==> src/rtl/floppy_host_pkg.sv <==
package floppy_host_pkg;

  localparam int BUS_W     = 8;
  localparam int OFS_W     = 3;
  localparam int DRIVE_CNT = 4;

  // Port offsets inside the window
  localparam logic [OFS_W-1:0] OFS_CTRL   = 3'd2;
  localparam logic [OFS_W-1:0] OFS_STATUS = 3'd4;
  localparam logic [OFS_W-1:0] OFS_FIFO   = 3'd5;
  localparam logic [OFS_W-1:0] OFS_CHANGE = 3'd7;

  // Control register field positions
  localparam int CTL_SEL_LSB = 0;
  localparam int CTL_RUN_BIT = 2;
  localparam int CTL_GATE_BIT = 3;
  localparam int CTL_MOT_LSB = 4;

  // Change-port driven bit
  localparam int CHG_BIT = 7;

  typedef struct packed {
    logic ctrlLoad;   // edge pulse: load control register
    logic cmdPush;    // edge pulse: command byte written
    logic fifoTake;   // edge pulse: data byte read
    logic selStatus;  // level: read of status port
    logic selFifo;    // level: read of data port
    logic selChange;  // level: read of change port
  } hostStrobes_t;

endpackage

==> src/rtl/fhr_ctrl.sv <==
module fhr_ctrl
  import floppy_host_pkg::*;
#(
  parameter int ADDR_W = OFS_W
) (
  input  logic              clk,
  input  logic              rstN,
  input  logic              chipSel,
  input  logic              rdStrobe,
  input  logic              wrStrobe,
  input  logic [ADDR_W-1:0] addr,
  output hostStrobes_t      strb
);

  logic wrActive, rdActive;
  logic wrPrev, rdPrev;
  logic wrStart, rdStart;

  assign wrActive = chipSel && wrStrobe;
  assign rdActive = chipSel && rdStrobe;

  always_ff @(posedge clk or negedge rstN) begin
    if (!rstN) begin
      wrPrev <= 1'b0;
      rdPrev <= 1'b0;
    end else begin
      wrPrev <= wrActive;
      rdPrev <= rdActive;
    end
  end

  assign wrStart = wrActive && !wrPrev;
  assign rdStart = rdActive && !rdPrev;

  always_comb begin
    strb = '0;
    strb.ctrlLoad  = wrStart && (addr == ADDR_W'(OFS_CTRL));
    strb.cmdPush   = wrStart && (addr == ADDR_W'(OFS_FIFO));
    strb.fifoTake  = rdStart && (addr == ADDR_W'(OFS_FIFO));
    strb.selStatus = rdActive && (addr == ADDR_W'(OFS_STATUS));
    strb.selFifo   = rdActive && (addr == ADDR_W'(OFS_FIFO));
    strb.selChange = rdActive && (addr == ADDR_W'(OFS_CHANGE));
  end

endmodule

==> src/rtl/fhr_datapath.sv <==
module fhr_datapath
  import floppy_host_pkg::*;
#(
  parameter int DATA_W     = BUS_W,
  parameter int NUM_DRIVES = DRIVE_CNT
) (
  input  logic                  clk,
  input  logic                  rstN,
  input  hostStrobes_t          strb,
  input  logic [DATA_W-1:0]     dataIn,
  input  logic [DATA_W-1:0]     mainStatus,
  input  logic [DATA_W-1:0]     fifoRdData,
  input  logic                  diskChanged,
  input  logic                  engDrq,
  input  logic                  engIrq,
  output logic [DATA_W-1:0]     dataOut,
  output logic [DATA_W-1:0]     dataOe,
  output logic                  dmaReq,
  output logic                  irqReq,
  output logic [NUM_DRIVES-1:0] driveSel,
  output logic [NUM_DRIVES-1:0] motorOn,
  output logic                  ctrlReset,
  output logic                  cmdStrobe,
  output logic [DATA_W-1:0]     cmdByte,
  output logic                  fifoPop
);

  localparam int SEL_W = $clog2(NUM_DRIVES);

  logic [DATA_W-1:0] ctrlReg;
  logic              runBit;
  logic [SEL_W-1:0]  selField;

  always_ff @(posedge clk or negedge rstN) begin
    if (!rstN) begin
      ctrlReg   <= '0;
      cmdStrobe <= 1'b0;
      cmdByte   <= '0;
      fifoPop   <= 1'b0;
    end else begin
      if (strb.ctrlLoad) ctrlReg <= dataIn;
      if (strb.cmdPush) cmdByte <= dataIn;
      cmdStrobe <= strb.cmdPush;
      fifoPop   <= strb.fifoTake;
    end
  end

  assign runBit    = ctrlReg[CTL_RUN_BIT];
  assign selField  = ctrlReg[CTL_SEL_LSB +: SEL_W];
  assign ctrlReset = !runBit;
  assign dmaReq    = engDrq && ctrlReg[CTL_GATE_BIT];
  assign irqReq    = engIrq && ctrlReg[CTL_GATE_BIT];
  assign motorOn   = ctrlReg[CTL_MOT_LSB +: NUM_DRIVES];

  for (genvar d = 0; d < NUM_DRIVES; d++) begin : g_sel
    assign driveSel[d] = runBit && (selField == SEL_W'(d));
  end

  always_comb begin
    dataOut = '0;
    dataOe  = '0;
    if (strb.selStatus) begin
      dataOut = mainStatus;
      dataOe  = '1;
    end else if (strb.selFifo) begin
      dataOut = fifoRdData;
      dataOe  = '1;
    end else if (strb.selChange) begin
      dataOut[CHG_BIT] = diskChanged;
      dataOe[CHG_BIT]  = 1'b1;
    end
  end

endmodule

==> src/rtl/floppy_host_regs.sv <==
module floppy_host_regs
  import floppy_host_pkg::*;
#(
  parameter int DATA_W     = BUS_W,
  parameter int ADDR_W     = OFS_W,
  parameter int NUM_DRIVES = DRIVE_CNT
) (
  input  logic                  clk,
  input  logic                  rstN,
  input  logic                  chipSel,
  input  logic                  rdStrobe,
  input  logic                  wrStrobe,
  input  logic [ADDR_W-1:0]     addr,
  input  logic [DATA_W-1:0]     dataIn,
  output logic [DATA_W-1:0]     dataOut,
  output logic [DATA_W-1:0]     dataOe,
  input  logic [DATA_W-1:0]     mainStatus,
  input  logic [DATA_W-1:0]     fifoRdData,
  input  logic                  diskChanged,
  input  logic                  engDrq,
  input  logic                  engIrq,
  output logic                  dmaReq,
  output logic                  irqReq,
  output logic [NUM_DRIVES-1:0] driveSel,
  output logic [NUM_DRIVES-1:0] motorOn,
  output logic                  ctrlReset,
  output logic                  cmdStrobe,
  output logic [DATA_W-1:0]     cmdByte,
  output logic                  fifoPop
);

  hostStrobes_t strb;

  fhr_ctrl #(.ADDR_W(ADDR_W)) u_ctrl (
    .clk(clk), .rstN(rstN), .chipSel(chipSel), .rdStrobe(rdStrobe),
    .wrStrobe(wrStrobe), .addr(addr), .strb(strb)
  );

  fhr_datapath #(.DATA_W(DATA_W), .NUM_DRIVES(NUM_DRIVES)) u_path (
    .clk(clk), .rstN(rstN), .strb(strb), .dataIn(dataIn),
    .mainStatus(mainStatus), .fifoRdData(fifoRdData),
    .diskChanged(diskChanged), .engDrq(engDrq), .engIrq(engIrq),
    .dataOut(dataOut), .dataOe(dataOe), .dmaReq(dmaReq), .irqReq(irqReq),
    .driveSel(driveSel), .motorOn(motorOn), .ctrlReset(ctrlReset),
    .cmdStrobe(cmdStrobe), .cmdByte(cmdByte), .fifoPop(fifoPop)
  );

endmodule

==> config.mk <==
export PLATFORM = sky130hd
export DESIGN_NAME = floppy_host_regs
export DESIGN_NICKNAME = d
export VERILOG_FILES = /design/src/rtl/floppy_host_pkg.sv /design/src/rtl/fhr_ctrl.sv /design/src/rtl/fhr_datapath.sv /design/src/rtl/floppy_host_regs.sv
export SDC_FILE = /design/constraint.sdc
export NUM_CORES = 1
export LEC_CHECK = 0
export BUFFER_PORTS_ARGS = -buffer_cell sky130_fd_sc_hd__buf_2
export CORE_MARGIN = 3
export CORE_UTILIZATION = 44
export CTS_CLUSTER_SIZE = 20
export DETAILED_ROUTE_END_ITERATION = 8
export PLACE_DENSITY = 0.84
export SLEW_MARGIN = 20
export SYNTH_ARGS = -nofsm -noshare
export SYNTH_HDL_FRONTEND = slang
export SYNTH_SLANG_ARGS = --single-unit
==> constraint.sdc <==
create_clock -name clk -period 4.4 [get_ports clk]
set_input_delay 0.22 -clock clk [delete_from_list [all_inputs] [get_ports clk]]
set_output_delay 0.22 -clock clk [all_outputs]
set_load 0.03 [all_outputs]
-- Word-level counts from Yosys, hierarchy flattened
Cells that the tools add are included.
- multiplexer cells: 8
- eq/ne operators: 7
- reduce and logical (&&, ||, !) cells: 20
- operator list (kind ; count):
    $logic_and A1 B1 Y1 ; 16
    $mux W8 ; 2
    $mux W7 ; 2
    $eq A3 B3 Y1 const B ; 3
    $eq A2 B2 Y1 const B ; 2
    $mux W1 ; 4
    $eq A3 B2 Y1 const B ; 1
    $logic_not A1 Y1 ; 3
    $eq A2 B1 Y1 const B ; 1
    $logic_not A2 Y1 ; 1
- bits of input ports: 35
- logic and storage cells: 41
- output and inout bits: 37
- flip-flop bits (word level): 20

-- Longest topological paths before layout
- word-level depth: 5
- gate-level depth with buffers: 4
- mapped depth without buffers: 3

-- By module
A second synthesis with hierarchy kept.
- cells, all modules: 88
- area, all modules: 1038.5 µm²
- by module, submodules not included (module ; area each (µm²) ; times used ; seq. area each (µm²) ; cells an instance):
    fhr_datapath ; 904.6 ; 1 ; 450.4 ; 74
    fhr_ctrl ; 133.9 ; 1 ; 50.0 ; 14

-- Worst setup path before layout
No wires, ideal clock.
- path type: register to output
- start point: reg u_path.ctrlReg[2]
- end point: out driveSel[2]
- data required time: 4.180 ns
- arrival time: 1.288 ns
- buffers on the path: 0
- stages on the path, launching flop included: 3
- setup slack: 2.892 ns
- path through: dfrtp_1 -> inv_1 -> nor3b_1
- word-level cells in the longest chain between the ends: 1
- ends and longest elaborated chain (item ; line ; text):
    start: declaration ; fhr_datapath.sv:30 ; logic [DATA_W-1:0] ctrlReg;
    start signal: assignment ; fhr_datapath.sv:41 ; if (strb.ctrlLoad) ctrlReg <= dataIn;
    $logic_and A1 B1 Y1 ; fhr_datapath.sv:56 ; assign driveSel[d] = runBit && (selField == SEL_W'(d));
    end: declaration ; floppy_host_regs.sv:24 ; output logic [NUM_DRIVES-1:0] driveSel,
Every way passes these cells.

-- Worst setup path in the final report
- start point: reg u_ctrl.wrPrev
- end point: reg u_path.ctrlReg[5]
- word-level cells in the longest chain between the ends: 3
- ends and longest elaborated chain (item ; line ; text):
    start: declaration ; fhr_ctrl.sv:16 ; logic wrPrev, rdPrev;
    start signal: assignment ; fhr_ctrl.sv:27 ; wrPrev <= wrActive;
    $logic_not A1 Y1 ; fhr_ctrl.sv:32 ; assign wrStart = wrActive && !wrPrev;
    $logic_and A1 B1 Y1 ; fhr_ctrl.sv:32 ;
    $logic_and A1 B1 Y1 ; fhr_ctrl.sv:37 ; strb.ctrlLoad = wrStart && (addr == ADDR_W'(OFS_CTRL));
Every way passes these cells.
A chain may end at the register's enable or synchronous reset.

==> impl_metrics.csv <==
group,metric,value,unit
sta,finalHoldViolations,0,
synth,synth_area,1050,µm²
die,die_area,3020,µm²
sta,worst_pin_slew,0.460,ns
worst_setup_path,cp.required,4.59,ns
worst_setup_path,cp-start-kind,"flip-flop",
final_layout,fin_nets,186,
synth,synth.area.top_cells,"dfrtp_1, mux2_4, mux2_2",
synth,yosysSeqAreaShare,47.4,%
pwr,p_comb_share,37.8,%
global_routing,grt_pass1_vias,865,
die,die_w,55.0,µm
die,die_h,55.0,µm
worst_setup_path,crit_buf_inv,0,
synth,ys_ff_latch,20,
synth,async_flop_share,100,%
routing,vias,879,
pwr,p_sw_share,36.3,%
pwr,p_leak,0.000831,µW
die,start_util,47.2,%
final_layout,diodes,0,
global_routing,grt_usage,16.0,%
pwr,power.density,396,nW/µm²
routing,drtIter0Drc,8,
cts,cts_hold_buffers,1,
synth,synth_edf_count,0,
synth,synth_top_area_share,47.4,%
synth,yosysTopAreaCell,"dfrtp_1",
sta,fin_skew,0.00197,ns
final_layout,fill_cells,182,
sta,timing.fmax,0.666,GHz
final_layout,final_cells,178,
placed_design,hpwl,1.90,mm
worst_setup_path,crit_cells,2,
worst_setup_path,cp_max_fo,8,
synth,synth_nets,121,
cts,clk_pin_slew,0.10,ns
sta,relSlewSlack,69.2,%
synth,synth.most_common_cell,"dfrtp_1",
cts,root_buffer,"clkbuf_4",
synth,syn_area_per_cell,12.3,µm²
worst_setup_path,path_cells,"or4_4 -> mux2_4",
cts,cts_tree,"done",
cts,clock_latency,0.29,ns
synth,synthDistinctLibCells,23,
routing,ant_nets,0,
placed_design,io_buffer_count,71,
status,status,"finished, final reports clean",
synth,syn_inst,86,
die,ios,72,
worst_setup_path,slowest_stage,"or4_4",
routing,avgViaCountPerCell,4.94,
sta,fin_crit,1.50,ns
cts,numClockSinks,20,
pwr,p_int,353,µW
pwr,ir_drop,0.206,mV
worst_setup_path,endpoint_kind,"flip-flop",
worst_setup_path,critPathKind,"flip-flop to flip-flop",
cts,clk_path_buf_depth,2,
sta,setup_tns,0,ns
synth,synth_common_cells,"dfrtp_1, buf_4, nor2_1",
sta,rsz0062_at_grt,"false",
die,core,2230,µm²
flow_run,maxCapViolCount,0,
worst_hold_path,hold_path_class,"input pin to flip-flop",
pwr,clock_power_share,18.5,%
worst_setup_path,crit_arrival,1.69,ns
routing,drt_pre_antenna_iters,4,
cts,htreeDepth,1,
synth,ys_warn_count,0,
sta,holdWs,0.155,ns
final_layout,drive_gt1_share,62.7,%
worst_setup_path,critPathTopFamily,"simple AND/OR/NAND/NOR gates",
sta,setup_viol,0,
synth,ys.flop_type,"dfrtp_1",
pwr,sequentialPowerShare,43.7,%
final_layout,syn2layout_area_growth,32.7,%
global_routing,grt_max_degree,21,
global_routing,overflow,0,
global_routing,grt_first_pass_wirelength,3.45,mm
die,rows,17,
sta,slew_violations,0,
sta,period_share,34.1,%
cts,cts_setup_buffers,0,
global_routing,antenna_found_initial,0,
worst_setup_path,critical_path.max_stage_delay,0.63,ns
pwr,p_sw,201,µW
worst_hold_path,hold_depth,2,
routing,remaining_drc_errors,0,
routing,wire_per_inst,12.7,µm
cts,postCtsResizedCells,0,
routing,totalWireLength,2.26,mm
placed_design,gp_congestion,0.649,
placed_design,placed_cells,173,
cts,cts_buffers,3,
worst_setup_path,worstRegToRegCells,2,
## cells by family (layout without fill, tap and decap cells)
kind of cell	Yosys count	after routing	share of synthesized area, %
and+or+nand+nor	26	26	14.6
muxes	24	24	27.5
DFF	20	20	47.4
buffers and inverters	15	79	9.73
AOI/OAI and AO/OA	1	1	0.712
## per-stage QoR
stage / setup WS [ns] / power (µW) / utilization, % / instance area (µm²)
3_5_place_dp: 2.79 / 458 / 60.6 / 1350
6_report: 2.90 / 554 / 62.7 / 1400
3_3_place_gp: 2.84 / 449 / 60.6 / 1350
2_1_floorplan: 2.89 / 400 / - / 1050
4_1_cts: 2.90 / 562 / 62.7 / 1400
5_1_grt: 2.85 / 587 / 62.7 / 1400
## layout make-up
class,count,area [µm²],share of cell area (%)
inverters,3,11.3,0.804
multi-input cells,51,452,32.3
flip-flops and latches,20,500,35.7
clock buffers,4,36.3,2.59
well taps,28,35.0,2.50
repair buffers,72,365,26.1
## worst paths after layout
| path | startpoint | endpoint | slack (ns) |
|---|---|---|---|
| min | addr[1] | u_path.fifoPop$_DFF_PN0_ | 0.16 |
| max | u_ctrl.wrPrev$_DFF_PN0_ | u_path.ctrlReg[5]$_DFFE_PN0P_ | 2.90 |
| max in group asynchronous | rstN | u_path.cmdByte[2]$_DFFE_PN0P_ | 3.73 |
| max reg2reg | u_ctrl.wrPrev$_DFF_PN0_ | u_path.ctrlReg[5]$_DFFE_PN0P_ | 2.90 |
| min reg2reg | u_ctrl.rdPrev$_DFF_PN0_ | u_path.fifoPop$_DFF_PN0_ | 0.43 |
| min in group asynchronous | rstN | u_path.cmdStrobe$_DFF_PN0_ | 0.38 |
## power by group through the flow
stage	Sequential, µW	Clock, µW	Combinational (µW)
floorplan	278	0	122
global placement	243	0	205
detailed placement	246	0	211
CTS	243	106	212
global route	247	116	224
finish	242	103	209
## per-layer routing
metal	track usage, %	part of all wire, %	routed length, µm	vias to the layer above
met1	18.2	39	871	403
met2	29.3	47	1060	60
met3	1.61	13	291	4
li1	-	-	-	412
met4	8.50	1.6	36	0
met5	0	0	0	-
## cells in the final DEF, fill, tap and decap left out
master and instances:
o21a_1 1, or4_4 1, mux2i_1 8, nand3_1 1
mux2_2 8, and3_1 2, and2_0 1, nand3b_1 2
nor3b_1 1, dfrtp_1 20, inv_1 3, nand2_1 2
nor3_4 1, clkbuf_8 1, nand2_2 1, nor2_1 9
nor3_1 1, dlygate4sd3_1 1, mux2_4 8, nor4b_1 1
buf_2 71, and2_1 2, clkbuf_4 3, nand2b_1 1
## state kept, by name, summed over array words and instances (netlist names)
register / cells
u_path.cmdByte: 8
u_path.fifoPop: 1
u_ctrl.wrPrev: 1
u_path.ctrlReg: 8
u_ctrl.rdPrev: 1
u_path.cmdStrobe: 1
Note: power is estimated with default switching activity, not from simulation.
